## src/rtl/splitter_pkg.sv

```systemverilog
package splitter_pkg;
  typedef enum logic [1:0] {
    ST_IDLE = 2'd0,
    ST_BUS  = 2'd1,
    ST_DONE = 2'd2
  } seq_state_t;
endpackage

```

## src/rtl/splitter_steer.sv

```systemverilog
// Computes lane enables and lane write data for one bus cycle.
module splitter_steer #(
  parameter int BYTE_W = 8
) (
  input  logic                narrow,
  input  logic                pair,
  input  logic                addr0,
  input  logic [BYTE_W-1:0]   wbyte,
  input  logic [2*BYTE_W-1:0] wword,
  output logic [1:0]          be,
  output logic [2*BYTE_W-1:0] wdata
);
  localparam int LANES = 2;

  for (genvar ln = 0; ln < LANES; ln++) begin : g_lane
    // a single byte is replicated; the enable picks the lane that stores it
    assign wdata[ln*BYTE_W +: BYTE_W] = pair ? wword[ln*BYTE_W +: BYTE_W] : wbyte;
  end

  always_comb begin
    if (pair)                 be = 2'b11;
    else if (narrow || !addr0) be = 2'b01;
    else                      be = 2'b10;
  end
endmodule

```

## src/rtl/splitter_extract.sv

```systemverilog
// Picks the byte of the current bus cycle out of the lane data.
module splitter_extract #(
  parameter int BYTE_W = 8
) (
  input  logic                narrow,
  input  logic                addr0,
  input  logic [2*BYTE_W-1:0] rdata,
  output logic [BYTE_W-1:0]   rbyte
);
  assign rbyte = (!narrow && addr0) ? rdata[2*BYTE_W-1:BYTE_W] : rdata[BYTE_W-1:0];
endmodule

```

## src/rtl/access_splitter.sv

```systemverilog
module access_splitter #(
  parameter int ADDR_W = 20,
  parameter int BYTE_W = 8
) (
  input  logic                clk,
  input  logic                rst,
  input  logic                narrow_mode,
  input  logic                req_valid,
  input  logic                req_write,
  input  logic                req_word,
  input  logic [ADDR_W-1:0]   req_addr,
  input  logic [2*BYTE_W-1:0] req_wdata,
  output logic                req_ready,
  output logic [2*BYTE_W-1:0] rsp_rdata,
  output logic                bus_valid,
  output logic                bus_write,
  output logic [ADDR_W-1:0]   bus_addr,
  output logic [1:0]          bus_be,
  output logic [2*BYTE_W-1:0] bus_wdata,
  input  logic [2*BYTE_W-1:0] bus_rdata,
  input  logic                bus_ack
);
  import splitter_pkg::*;

  localparam int WORD_W = 2 * BYTE_W;

  seq_state_t          state_q;
  logic                phase_q, split_q, pair_q, narrow_q;
  logic [WORD_W-1:0]   wdata_q, rdata_q;
  logic [BYTE_W-1:0]   lo_q;
  logic                bv_q, bw_q;
  logic [ADDR_W-1:0]   ba_q;
  logic [1:0]          be_q;
  logic [WORD_W-1:0]   bd_q;

  // next bus cycle: either the first one of a new request or the second half of a split
  logic                idle;
  logic [ADDR_W-1:0]   iss_addr;
  logic                iss_narrow, iss_pair;
  logic [BYTE_W-1:0]   iss_wbyte;
  logic [1:0]          iss_be;
  logic [WORD_W-1:0]   iss_wdata;
  logic [BYTE_W-1:0]   ext_byte;

  assign idle       = (state_q == ST_IDLE);
  assign iss_addr   = idle ? req_addr : ba_q + ADDR_W'(1);
  assign iss_narrow = idle ? narrow_mode : narrow_q;
  assign iss_pair   = idle ? (req_word && !narrow_mode && !req_addr[0]) : 1'b0;
  assign iss_wbyte  = idle ? req_wdata[BYTE_W-1:0] : wdata_q[WORD_W-1:BYTE_W];

  splitter_steer #(.BYTE_W(BYTE_W)) u_steer (
    .narrow (iss_narrow),
    .pair   (iss_pair),
    .addr0  (iss_addr[0]),
    .wbyte  (iss_wbyte),
    .wword  (req_wdata),
    .be     (iss_be),
    .wdata  (iss_wdata)
  );

  splitter_extract #(.BYTE_W(BYTE_W)) u_extract (
    .narrow (narrow_q),
    .addr0  (ba_q[0]),
    .rdata  (bus_rdata),
    .rbyte  (ext_byte)
  );

  always_ff @(posedge clk) begin
    if (rst) begin
      state_q  <= ST_IDLE;
      phase_q  <= 1'b0;
      split_q  <= 1'b0;
      pair_q   <= 1'b0;
      narrow_q <= 1'b0;
      wdata_q  <= '0;
      rdata_q  <= '0;
      lo_q     <= '0;
      bv_q     <= 1'b0;
      bw_q     <= 1'b0;
      ba_q     <= '0;
      be_q     <= '0;
      bd_q     <= '0;
    end else begin
      case (state_q)
        ST_IDLE: if (req_valid) begin
          wdata_q  <= req_wdata;
          narrow_q <= narrow_mode;
          pair_q   <= iss_pair;
          split_q  <= req_word && !iss_pair;
          phase_q  <= 1'b0;
          bv_q     <= 1'b1;
          bw_q     <= req_write;
          ba_q     <= iss_addr;
          be_q     <= iss_be;
          bd_q     <= iss_wdata;
          state_q  <= ST_BUS;
        end
        ST_BUS: if (bus_ack) begin
          if (split_q && !phase_q) begin
            phase_q <= 1'b1;
            lo_q    <= ext_byte;
            ba_q    <= iss_addr;
            be_q    <= iss_be;
            bd_q    <= iss_wdata;
          end else begin
            bv_q    <= 1'b0;
            state_q <= ST_DONE;
            if (pair_q)       rdata_q <= bus_rdata;
            else if (split_q) rdata_q <= {ext_byte, lo_q};
            else              rdata_q <= {{BYTE_W{1'b0}}, ext_byte};
          end
        end
        default: state_q <= ST_IDLE;
      endcase
    end
  end

  assign req_ready = (state_q == ST_DONE);
  assign rsp_rdata = rdata_q;
  assign bus_valid = bv_q;
  assign bus_write = bw_q;
  assign bus_addr  = ba_q;
  assign bus_be    = be_q;
  assign bus_wdata = bd_q;

  p_ready_pulse_r7: assert property (@(posedge clk) disable iff (rst)
    req_ready |=> !req_ready);

  p_ready_after_ack_r7: assert property (@(posedge clk) disable iff (rst)
    $rose(req_ready) |-> $past(bus_ack) && $past(bus_valid));

  p_hold_cycle_r8: assert property (@(posedge clk) disable iff (rst)
    bus_valid && !bus_ack |=> bus_valid && $stable(bus_addr) && $stable(bus_be) && $stable(bus_wdata));

  p_narrow_lane_r5: assert property (@(posedge clk) disable iff (rst)
    bus_valid && narrow_q |-> bus_be == 2'b01);

  p_odd_lane_r4: assert property (@(posedge clk) disable iff (rst)
    bus_valid && !narrow_q && bus_addr[0] |-> bus_be == 2'b10);

  p_second_addr_r9: assert property (@(posedge clk) disable iff (rst)
    bus_valid && bus_ack && split_q && !phase_q |=>
      bus_valid && bus_addr == ADDR_W'($past(bus_addr) + ADDR_W'(1)));
endmodule

```

## config.mk

```make
export PLATFORM = sky130hd
export DESIGN_NAME = access_splitter
export DESIGN_NICKNAME = d
export VERILOG_FILES = /design/src/rtl/splitter_pkg.sv /design/src/rtl/splitter_steer.sv /design/src/rtl/splitter_extract.sv /design/src/rtl/access_splitter.sv
export SDC_FILE = /design/constraint.sdc
export NUM_CORES = 1
export LEC_CHECK = 0
export ABC_AREA = 1
export BUFFER_PORTS_ARGS = -buffer_cell sky130_fd_sc_hd__buf_2
export CAP_MARGIN = 10
export CORE_ASPECT_RATIO = 1.1
export CORE_UTILIZATION = 40
export CTS_CLUSTER_DIAMETER = 50
export DETAILED_ROUTE_END_ITERATION = 6
export PLACE_DENSITY = 0.64
export REMOVE_ABC_BUFFERS = 1
export SLEW_MARGIN = 10
export SYNTH_ARGS = -nofsm -noshare
export SYNTH_HDL_FRONTEND = slang
export SYNTH_SLANG_ARGS = --single-unit
```

## constraint.sdc

```tcl
create_clock -name clk -period 3.87 [get_ports clk]
set_input_delay 0.1935 -clock clk [delete_from_list [all_inputs] [get_ports clk]]
set_output_delay 0.1935 -clock clk [all_outputs]
set_load 0.01 [all_outputs]
```

After elaboration in Yosys (flattened, before gate mapping)
Cells that the tools add are included.

storage, ports and cells
  register bits after elaboration = 86
  output and inout port bits = 57
  logic and storage cells = 76

operators by class
  add/subtract/negate cells = 1
  equality and inequality tests = 6
  mux-type cells = 35
  bitwise gates (word level) = 1
  reductions and logical operators = 20

operator list
  kind                   count
  $mux 16                5
  $mux 20                4
  $pmux 20 s2            1
  $mux 8                 4
  $pmux 16 s2            1
  $add 20x1->20 const B  1
  $mux 2                 8
  $reduce_and 3->1       3
  $mux 1                 8
  $ne 2x2->1 const B     4
  $pmux 2 s2             2
  $reduce_and 4->1       2
  $logic_not 1->1        6
  $logic_and 1x1->1      5
  $pmux 1 s2             2
  $eq 2x1->1 const B     1
  $eq 2x2->1 const B     1
  $logic_not 2->1        1
  $reduce_and 2->1       1
  $reduce_bool 2->1      1
  $logic_or 1x1->1       1
  $not 1->1              1

Logic depth before layout (Yosys ltp)
Gate-level depths: netlist (run 1).

  word-level depth = 9
  gate-level depth with buffers = 10
  mapped depth without buffers = 10

Hierarchy
Synthesis (run 1) repeated with hierarchy kept, for this count alone.

unflattened totals
  cells, all modules = 647
  area total of the unflattened synthesis = 4,137.7 µm²

by module, submodules not included
  module            instances  cells each  area each (µm²)  sequential area each (µm²)
  access_splitter   1          573         3,782.4          1,561.5
  splitter_steer    1          47          229.0            0.0
  splitter_extract  1          27          126.4            0.0

Least setup slack after synthesis (run 1)
No wires, ideal clock.

  path kind = register to register
  start = register state_q[0]
  end = register rdata_q[7], in the netlist rsp_rdata[7]
  setup time = 0.120 ns
  data arrival time = 1.367 ns
  path slack = 2.383 ns
  stages on the path, launching flop included = 10
  buffers on the path = 2
  path through = dfxtp_1 -> buf_4 -> nand2_2 -> nor2_1 -> inv_2 -> nor2_2 -> inv_2 -> clkbuf_1 -> a21oi_1 -> a21oi_1

between the ends
  longest elaborated chain between the ends = 2

ends and longest elaborated chain
  item                        RTL line                source
  start, declared             access_splitter.sv:27   seq_state_t state_q;
  start signal, assigned      access_splitter.sv:70   state_q <= ST_IDLE;
  start signal, assigned      access_splitter.sv:96   state_q <= ST_BUS;
  start signal, assigned      access_splitter.sv:107  state_q <= ST_DONE;
  $eq 2x1->1                  access_splitter.sv:84   case (state_q)
  $reduce_and 3->1 (no line)  --
  end signal, assigned        access_splitter.sv:108  if (pair_q) rdata_q <= bus_rdata;
  end signal, assigned        access_splitter.sv:109  else if (split_q) rdata_q <= {ext_byte, lo_q};
  end signal, assigned        access_splitter.sv:110  else rdata_q <= {{BYTE_W{1'b0}}, ext_byte};
  end, declared               access_splitter.sv:29   logic [WORD_W-1:0] wdata_q, rdata_q;

Every way passes these cells.
A chain may end at the register's enable or synchronous reset.

Worst setup path in the final report (run 1)
  start = register state_q[0]
  end = register lo_q[4]

between the ends
  longest elaborated chain between the ends = 2

ends and longest elaborated chain
  item                        RTL line                source
  $eq 2x1->1                  access_splitter.sv:84
  $reduce_and 3->1 (no line)  --
  end signal, assigned        access_splitter.sv:101  lo_q <= ext_byte;
  end, declared               access_splitter.sv:30   logic [BYTE_W-1:0] lo_q;

Every way passes these cells.

==> parameters.txt, run 1 <==
Parameter                              Value

Outcome
  Outcome    finished clean

Placed design
  Worst slack at placement    982 ps
  Routability congestion estimate    just under 0.9
  # port buffers    115
  Half-perimeter wire length after detailed placement    7.54 mm
  Placement Cell Area    4530 um^2
  Cell count after placement    808

Setup path
  Critical setup path kind    reg -> reg
  Maximum fanout encountered on the critical timing path    37
  Reg-to-Reg End    lo_q[4]
  Reg2reg start    state_q[0]
  Internal reg-to-reg setup slack    1000 ps
  Critical Path RT    between 4000 and 5000 ps
  Crit path arrival time    between 3000 and 4000 ps
  Setup crit start kind    register
  Category of the worst setup path capture point    register
  Worst reg2reg path depth    8

Timing
  Final Hold Slack    84.2 ps
  Transition time of the tightest slew-check pin    778 ps
  Final Max Slew Viols    0
  Minimum clock period    2870 ps
  Count of endpoints failing setup in the final report    0
  Final hold violation count    0
  Worst slew margin relative to its limit    0.481
  Ratio of final minimum period to clock period    0.741
  Unrepaired setup endpoints after global routing    false
  Worst Clk Skew    approximately 18 ps
  Final-layout setup total negative slack    0 ps
  Highest attainable clock frequency    349 MHz
  Worst-case setup margin in the final layout    1000 ps

Min path
  Worst-case hold path end point    bus_write
  Hold/Removal Path Class    in -> reg
  Startpoint of the worst hold path    req_write
  Hold path depth    3

Cells and area
  Area growth from synthesis to layout    21.0%
  Total non-filler cell area in the finished layout    approximately 4700 um^2
  Final-stage net count    762
  Share of the core filled with cells    0.501
  Layout cell share with drive strength beyond 1    0.212
  Number of standard cells in the final layout excluding fillers    slightly above 800
  Fillcell total    993

Floorplan
  IO Count    116
  Placement Rows    37
  Height of the die    106 um
  Area of the placeable core    between 9000 and 10,000 um^2
  Area of the die    roughly 10,000 um^2
  Overall die width    between 90 and 100 um
  Initial cell density of the core    0.414

Clocking
  H-tree Lvls    3
  Sink Count    78
  TritonCTS clock tree    built
  Number of instances resized during post-cts repair    0
  Clock Pin Slew Worst Setup and Hold Paths    90 ps
  Number of hold buffers added after CTS    0
  Clock network latency to the later pin of the worst-skew pair    350 ps
  Root Driver    clkbuf_8
  Clock buffer count from CTS    9
  Setup bufs post-CTS    0
  Maximum clock insertion buffer count    2

Synthesis
  Synth async-reset ratio    0
  Dominant cell by count in the synthesized netlist    nand2_1
  Ranking of synthesized cells by instance count    nand2_1, a21oi_1, nor2_1
  Share of the synthesized area in the top cell type    0.400
  Number of distinct standard cells referenced by the synthesized netlist    30
  Cells taking the most area after synthesis    dfxtp_1, nand2_1, a21oi_1
  Yosys reg bits    78
  Count of warnings emitted by yosys    0
  Number of enable flip-flop cells after synthesis    0
  Dominant register cell in the synthesized netlist    dfxtp_1
  Library cell occupying the most area in the post-synthesis netlist    dfxtp_1
  Syn Std Cell Area    3910 um^2
  Sequential fraction of the synthesis area    0.400
  Number of instances in the synthesized netlist    603
  Synthesized area per cell    6.48 um^2

Power
  Worst ir drop on vdd    0.000203 V
  LEAKAGE    2.25 nW
  Power per standard cell area    around 430 nW/um^2
  Design Power    2.03 mW

Drt
  Total via count after detailed routing    4,149
  Post-detailed-route via-to-cell ratio    5.03
  WL met1    4.79 mm
  First-pass iteration count of the detailed router    4
  Final antenna-violating net count    0
  Number of design-rule violations left by the first detailed-router iteration    139
  Overall routed net length    10.9 mm
  Post-detailed-route DRC marker count    0
  Wire length on met3    643 um
  Top Metal Used    met4
  Routed length on met2    around 5.2 mm
  Average wire per standard cell    13.2 um

Flow run
  Max capacitance violation total    0

GRT
  Overall global routing resource usage    0.224
  Maximum number of pins on one net before global-route repair    47
  Gr ovfl total    0
  Global-route wire length before repair    ~18 mm
  Vias in the first global route    3,876
  Number of antenna violations at the first check in global routing    1
[cell usage in the layout (no fill, tap or decap), types with 3 or more instances in the layout]
cell      netlist  routed
nand2_1       152     152
buf_2           8     115
a21oi_1        85      85
nor2_1         80      80
dfxtp_1        78      78
inv_1          47      47
o21ai_0        40      40
o21ai_1        26      26
nand3_1        22      22
o211ai_1        9       9
clkbuf_8        0       9
inv_2           8       8
clkinv_1        3       3
or2_2           3       3
[worst max path at each step]
| stage | start | to | depth (start not counted) |
|---|---|---|---|
| 2_1_floorplan | state_q[0] | bus_addr[10] | 8 |
| 3_3_place_gp | state_q[0] | lo_q[4] | 8 |
| 3_5_place_dp | state_q[0] | lo_q[0] | 8 |
| 4_1_cts | state_q[0] | lo_q[4] | 8 |
| 5_1_grt | state_q[0] | lo_q[6] | 8 |
| 6_report | state_q[0] | lo_q[4] | 8 |
[report_power, final]
| part | switching [mW] | internal [mW] | total, mW |
|---|---|---|---|
| Combinational | 0.286 | 0.175 | 0.461 |
| Sequential | 0.0717 | 0.881 | 0.953 |
| Clock | 0.319 | 0.299 | 0.618 |
[registers in the layout, indices dropped and copies added (netlist names)]
register	flops
split_q	1
state_q	2
bus_addr	20
bus_write	1
bus_wdata	16
lo_q	8
bus_valid	1
narrow_q	1
phase_q	1
pair_q	1
wdata_q	8
bus_be	2
rsp_rdata	16
[cell families after synthesis]
| kind of cell | Yosys count | share of synthesized area |
|---|---|---|
| AND/OR/NAND/NOR | 266 | 0.275 |
| AO/OA/AOI/OAI | 169 | 0.230 |
| buffers and inverters | 87 | 0.0881 |
| flip-flops | 78 | 0.400 |
| XOR/XNOR | 2 | 0.00449 |
| adder cells (fa/ha/maj) | 1 | 0.00320 |
[worst max-delay path, cell delays in order (launching register included)]
cell     delay, ps
dfxtp_1        830
nor2_4         250
inv_2          470
o22ai_4        180
nor2_8         450
nand2_2        270
inv_2          200
nor2_1          50
nor2_1          80
[routing by layer]
layer | up-vias | track usage
li1 | 2153 | -
met1 | 1863 | 0.272
met2 | 117 | 0.379
met3 | 16 | 0.0469
met4 | 0 | 0.0842
met5 | - | 0
[cell type report]
class | count | area (um^2) | share of cell area
inverter | 58 | 218 | 0.0460
clock inverter | 7 | 72.6 | 0.0153
clock buffer | 9 | 124 | 0.0262
multi-input combinational | 438 | 2000 | 0.423
tap | 117 | 146 | 0.0310
antenna | 1 | 2.50 | 0.000529
sequential | 78 | 1560 | 0.330
timing repair buffer | 117 | 603 | 0.128
No activity file was read; power rests on OpenSTA's default activity.
==> inputs of run 2 (changes only) <==
- clock period: 3.87 -> 2.7 ns (I/O delays scaled with it)
==> run 2 against run 1 <==
Die area is the same. Flip-flop and latch count is the same. Clock skew shrank 5.2 ps. First-iteration DRC count grew 19%. Largest power group unchanged. Combinational power grew 45%. Critical endpoint is now lo_q[2]. Utilization grew 0.86 points. Register-to-register slack lost 610 ps. Sequential share of layout area shrank 0.56 points. Hold slack lost 44 ps.
==> parameters.txt, run 2 (same netlist as run 1, synthesis figures left out) <==
Parameter                              Value

Timing
  Unrepaired setup endpoints after global routing    false
  Count of endpoints failing setup in the final report    0
  Worst slew margin relative to its limit    0.447
  Highest attainable clock frequency    433 MHz
  Final Max Slew Viols    0
  Transition time of the tightest slew-check pin    829 ps
  Worst Clk Skew    12.4 ps
  Final-layout setup total negative slack    0 ps
  Ratio of final minimum period to clock period    0.855
  Minimum clock period    2310 ps
  Final hold violation count    0

Min path
  Hold path depth    3
  Hold/Removal Path Class    in -> reg

Setup path
  Setup crit start kind    register
  Worst setup path startpoint    state_q[0]
  Critical Path RT    2970 ps
  Category of the worst setup path capture point    register
  Internal reg-to-reg setup slack    390 ps
  Reg-to-Reg End    lo_q[2]
  Worst reg2reg path depth    9
  Crit path arrival time    2580 ps
  Maximum fanout encountered on the critical timing path    37
  Critical setup path kind    reg -> reg
  Critical path endpoint    lo_q[2]
  Reg2reg start    state_q[0]

Cells and area
  Fillcell total    1,010
  Commonest non-fill, non-tap cell in the layout    nand2_1
  Antenna diode count    0
  Area growth from synthesis to layout    23.1%
  Share of the core filled with cells    0.509
  Final-stage net count    770
  Layout cell share with drive strength beyond 1    0.221
  Number of flip-flops in the largest register    20
  Most frequent cells in the layout    nand2_1, buf_2, a21oi_1

Clocking
  H-tree Lvls    3
  Setup bufs post-CTS    0
  Maximum clock insertion buffer count    2
  Sink Count    between 70 and 80
  TritonCTS clock tree    built
  Clock network latency to the later pin of the worst-skew pair    350 ps
  Number of instances resized during post-cts repair    0
  Clock buffer count from CTS    9
  Clock Pin Slew Worst Setup and Hold Paths    around 80 ps
  Number of hold buffers added after CTS    0
  Root Driver    clkbuf_8

Drt
  Post-detailed-route DRC marker count    0
  Total via count after detailed routing    between 4,000 and 5,000
  Overall routed net length    11.1 mm
  Final antenna-violating net count    0
  Post-detailed-route via-to-cell ratio    5.05
  Average wire per standard cell    13.3 um
  First-pass iteration count of the detailed router    5
  Number of design-rule violations left by the first detailed-router iteration    about 170

GRT
  Number of antenna violations at the first check in global routing    1
  Maximum number of pins on one net before global-route repair    38
  Gr ovfl total    0
  Vias in the first global route    4,069
  Global-route wire length before repair    18.5 mm
  Overall global routing resource usage    0.231

Flow run
  Max capacitance violation total    0

Floorplan
  Initial cell density of the core    0.414
  Area of the die    slightly above 10,000 um^2
  Area of the placeable core    roughly 9400 um^2
  Placement Rows    37
  Height of the die    between 100 and 150 um
  Overall die width    96.2 um
  IO Count    roughly 120

Placed design
  Routability congestion estimate    0.821
  Half-perimeter wire length after detailed placement    7.76 mm
  # port buffers    115

Power
  Worst ir drop on vdd    0.000473 V
  LEAKAGE    approximately 2.3 nW
  Power per standard cell area    633 nW/um^2

Outcome
  Outcome    finished clean
run 2: worst min path at each step:
stage / to / from
detailed placement: bus_wdata[11] / req_wdata[11]
floorplan: bus_addr[13] / rst
CTS: bus_wdata[11] / req_wdata[11]
global placement: bus_write / req_write
global route: bus_wdata[15] / req_wdata[15]
finish: bus_write / req_write
run 2: report_power, final:
part           switching [mW]  internal, mW  total (mW)
logic                   0.413         0.257       0.670
registers               0.103          1.26        1.37
clock network           0.437         0.571        1.01
total                   0.952          2.09        3.04
run 2: per-stage QoR:
step           std cells  power, mW  worst slack, ps  cell area [um^2]  hold slack (ps)
5_1_grt              832       3.22              182              4810             32.4
3_5_place_dp         816       2.06              444              4580              403
4_1_cts              832       3.07              394              4810             26.5
3_3_place_gp         816       2.05              575              4580              402
2_1_floorplan        574       1.78              337              3780              204
6_report             832       3.04              392              4810             39.7
run 2: critical path, cell delays in order (launching register included):
cell and delay, ps:
dfxtp_1 560, nand2_2 230, nor2_1 90, nor2_1 180
inv_2 90, nor2_8 420, nand2_2 270, inv_2 200
nor2_1 60, nor2_1 130
run 2: layout make-up:
type / count / area (um^2) / area share
Tap cell: 117 / 146 / 0.0304
Clock inverter: 5 / 81.3 / 0.0169
Clock buffer: 11 / 151 / 0.0315
Multi-Input combinational cell: 438 / 2000 / 0.416
Timing Repair Buffer: 125 / 651 / 0.135
Sequential cell: 78 / 1560 / 0.325
Inverter: 58 / 218 / 0.0453
run 2: metal layers:
layer | vias up | GRT usage | wire length, um
met4 | 2 | 0.0949 | 182
met3 | 15 | 0.0404 | 693
met5 | - | 0 | 11
met2 | 135 | 0.391 | 5350
met1 | 1877 | 0.284 | 4840
li1 | 2172 | - | -
==> inputs of run 3 (changes only) <==
- ABC_AREA: 1 -> not set
==> run 3 against run 2 <==
Register-to-register slack better by 210 ps. Combinational power down 18%. Flip-flop and latch count unchanged. Global-route usage down 1.3 points. Sequential power down 4%. Non-clock buffer count up 2. Critical endpoint is now bus_addr[18]. Clock-buffer cell count down 1. Critical path type unchanged. Fmax up 10%. Largest power group unchanged. Total power down 4.0%.
==> parameters.txt, run 3 <==
Parameter                              Value

Timing
  Final Max Slew Viols    0
  Worst Clk Skew    15.0 ps
  Final-layout setup total negative slack    0 ps
  Highest attainable clock frequency    477 MHz
  Final hold violation count    0
  Transition time of the tightest slew-check pin    720 ps
  Worst slew margin relative to its limit    0.519
  Minimum clock period    ~2100 ps
  Count of endpoints failing setup in the final report    0
  Unrepaired setup endpoints after global routing    false
  Ratio of final minimum period to clock period    0.776

Synthesis
  Sequential fraction of the synthesis area    0.399
  Number of instances in the synthesized netlist    488
  Number of distinct standard cells referenced by the synthesized netlist    53
  Dominant register cell in the synthesized netlist    dfxtp_1
  Yosys reg bits    slightly below 80
  Library cell occupying the most area in the post-synthesis netlist    dfxtp_1
  Cells taking the most area after synthesis    dfxtp_1, nand2_1, a211oi_1
  Synthesized area per cell    8.03 um^2
  Count of warnings emitted by yosys    0
  Number of enable flip-flop cells after synthesis    0
  Ranking of synthesized cells by instance count    dfxtp_1, nand2_1, nor2_1
  Syn Std Cell Area    3920 um^2
  Share of the synthesized area in the top cell type    0.399
  Dominant cell by count in the synthesized netlist    dfxtp_1
  Synth async-reset ratio    0

Cells and area
  Final-stage net count    between 600 and 700
  Share of the core filled with cells    0.503
  Area growth from synthesis to layout    21.1%
  Most frequent cells in the layout    buf_2, dfxtp_1, nand2_1
  Fillcell total    954
  Layout cell share with drive strength beyond 1    0.257
  Total non-filler cell area in the finished layout    approximately 4700 um^2
  Number of flip-flops in the largest register    20
  Antenna diode count    0
  Commonest non-fill, non-tap cell in the layout    buf_2

Clocking
  Setup bufs post-CTS    0
  TritonCTS clock tree    built
  Root Driver    clkbuf_8
  Number of hold buffers added after CTS    0
  Sink Count    78
  Clock Pin Slew Worst Setup and Hold Paths    approximately 80 ps
  H-tree Lvls    3
  Maximum clock insertion buffer count    2
  Number of instances resized during post-cts repair    0
  Clock network latency to the later pin of the worst-skew pair    350 ps
  Clock buffer count from CTS    9

GRT
  Number of antenna violations at the first check in global routing    0
  Overall global routing resource usage    0.218
  Gr ovfl total    0
  Maximum number of pins on one net before global-route repair    36
  Global-route wire length before repair    17.4 mm
  Vias in the first global route    3,722

Setup path
  Category of the worst setup path capture point    register
  Critical setup path kind    reg -> reg
  Critical Path RT    2950 ps
  Maximum fanout encountered on the critical timing path    8
  Crit path arrival time    2340 ps
  Setup crit start kind    register

Power
  Power share of the sequential group    0.451
  LEAKAGE    2.11 nW
  Power per standard cell area    616 nW/um^2
  Comb power frac    0.188
  Fraction of power spent switching nets    0.288
  Fraction of power consumed by the clock network    0.362
  Internal portion of total power    2.08 mW
  Worst ir drop on vdd    0.000370 V
  Net switching component of the power    0.843 mW

Floorplan
  Initial cell density of the core    0.415
  IO Count    approximately 120
  Placement Rows    37
  Area of the placeable core    9440 um^2
  Height of the die    106 um
  Overall die width    96.4 um
  Area of the die    10,200 um^2

Placed design
  Routability congestion estimate    between 0.8 and 0.9
  Placement Cell Area    4510 um^2
  # port buffers    ~120
  Half-perimeter wire length after detailed placement    7.50 mm

Min path
  Hold/Removal Path Class    in -> reg

Drt
  First-pass iteration count of the detailed router    4
  Average wire per standard cell    15.2 um
  Overall routed net length    10.8 mm
  Post-detailed-route DRC marker count    0
  Total via count after detailed routing    approximately 3,900
  Final antenna-violating net count    0
  Number of design-rule violations left by the first detailed-router iteration    203
  Post-detailed-route via-to-cell ratio    approximately 5.4

Outcome
  Outcome    finished clean

Flow run
  Max capacitance violation total    0
==> run 3: per-layer routing <==
metal  vias up  wire, um  global-route usage
met1      1784      4650               0.270
met3        16       640              0.0491
met5         -         0                   0
met4         0       192              0.0882
met2       102      5330               0.360
li1       1955         -                   -
==> run 3: power groups by stage <==
stage / sequential [mW] / clock [mW] / combinational, mW
2_1_floorplan: 1.36 / 0 / 0.281
3_3_place_gp: 1.34 / 0 / 0.540
3_5_place_dp: 1.34 / 0 / 0.550
4_1_cts: 1.32 / 1.08 / 0.552
5_1_grt: 1.33 / 1.11 / 0.610
6_report: 1.32 / 1.06 / 0.548
==> run 3: worst max-delay path: stages, from the launching register on <==
cell and delay [ps]:
dfxtp_1 500, ha_1 310, nand4_1 170, nor3_1 460, nand3_1 180, mux2i_1 150
nor4_1 250
==> run 3: final timing paths <==
kind	from	end	slack, ps	cells after the start
setup reg to reg	bus_addr[0]	bus_addr[18]	610	6
hold reg to reg	wdata_q[15]	wdata_q[15]	460	2
setup / recovery	bus_addr[0]	bus_addr[18]	610	6
hold / removal	req_write	bus_write	30	3
==> run 3: area by class of cell <==
| class | instances | area (um^2) | area share |
|---|---|---|---|
| Clock inverter | 6 | 110 | 0.0232 |
| Tap cell | 117 | 146 | 0.0308 |
| Sequential cell | 78 | 1560 | 0.329 |
| Multi-Input combinational cell | 359 | 2090 | 0.440 |
| Clock buffer | 10 | 128 | 0.0269 |
| Inverter | 12 | 45.0 | 0.00949 |
| Timing Repair Buffer | 127 | 666 | 0.140 |
==> run 3: cell families after synthesis <==
group | count (synthesis) | share of synthesized area
and+or+nand+nor | 198 | 0.232
AOI/OAI and AO/OA | 143 | 0.253
DFF | 78 | 0.399
buffers and inverters | 51 | 0.0699
muxes | 17 | 0.0434
adders and majority gates | 1 | 0.00319
==> run 3: per-stage QoR <==
step	cells	setup slack, ps	power, mW	hold WS, ps
5_1_grt	709	333	3.05	29.0
6_report	709	605	2.92	30.2
4_1_cts	709	626	2.94	19.0
3_5_place_dp	693	646	1.89	397
2_1_floorplan	449	41.4	1.65	204
3_3_place_gp	693	699	1.88	380
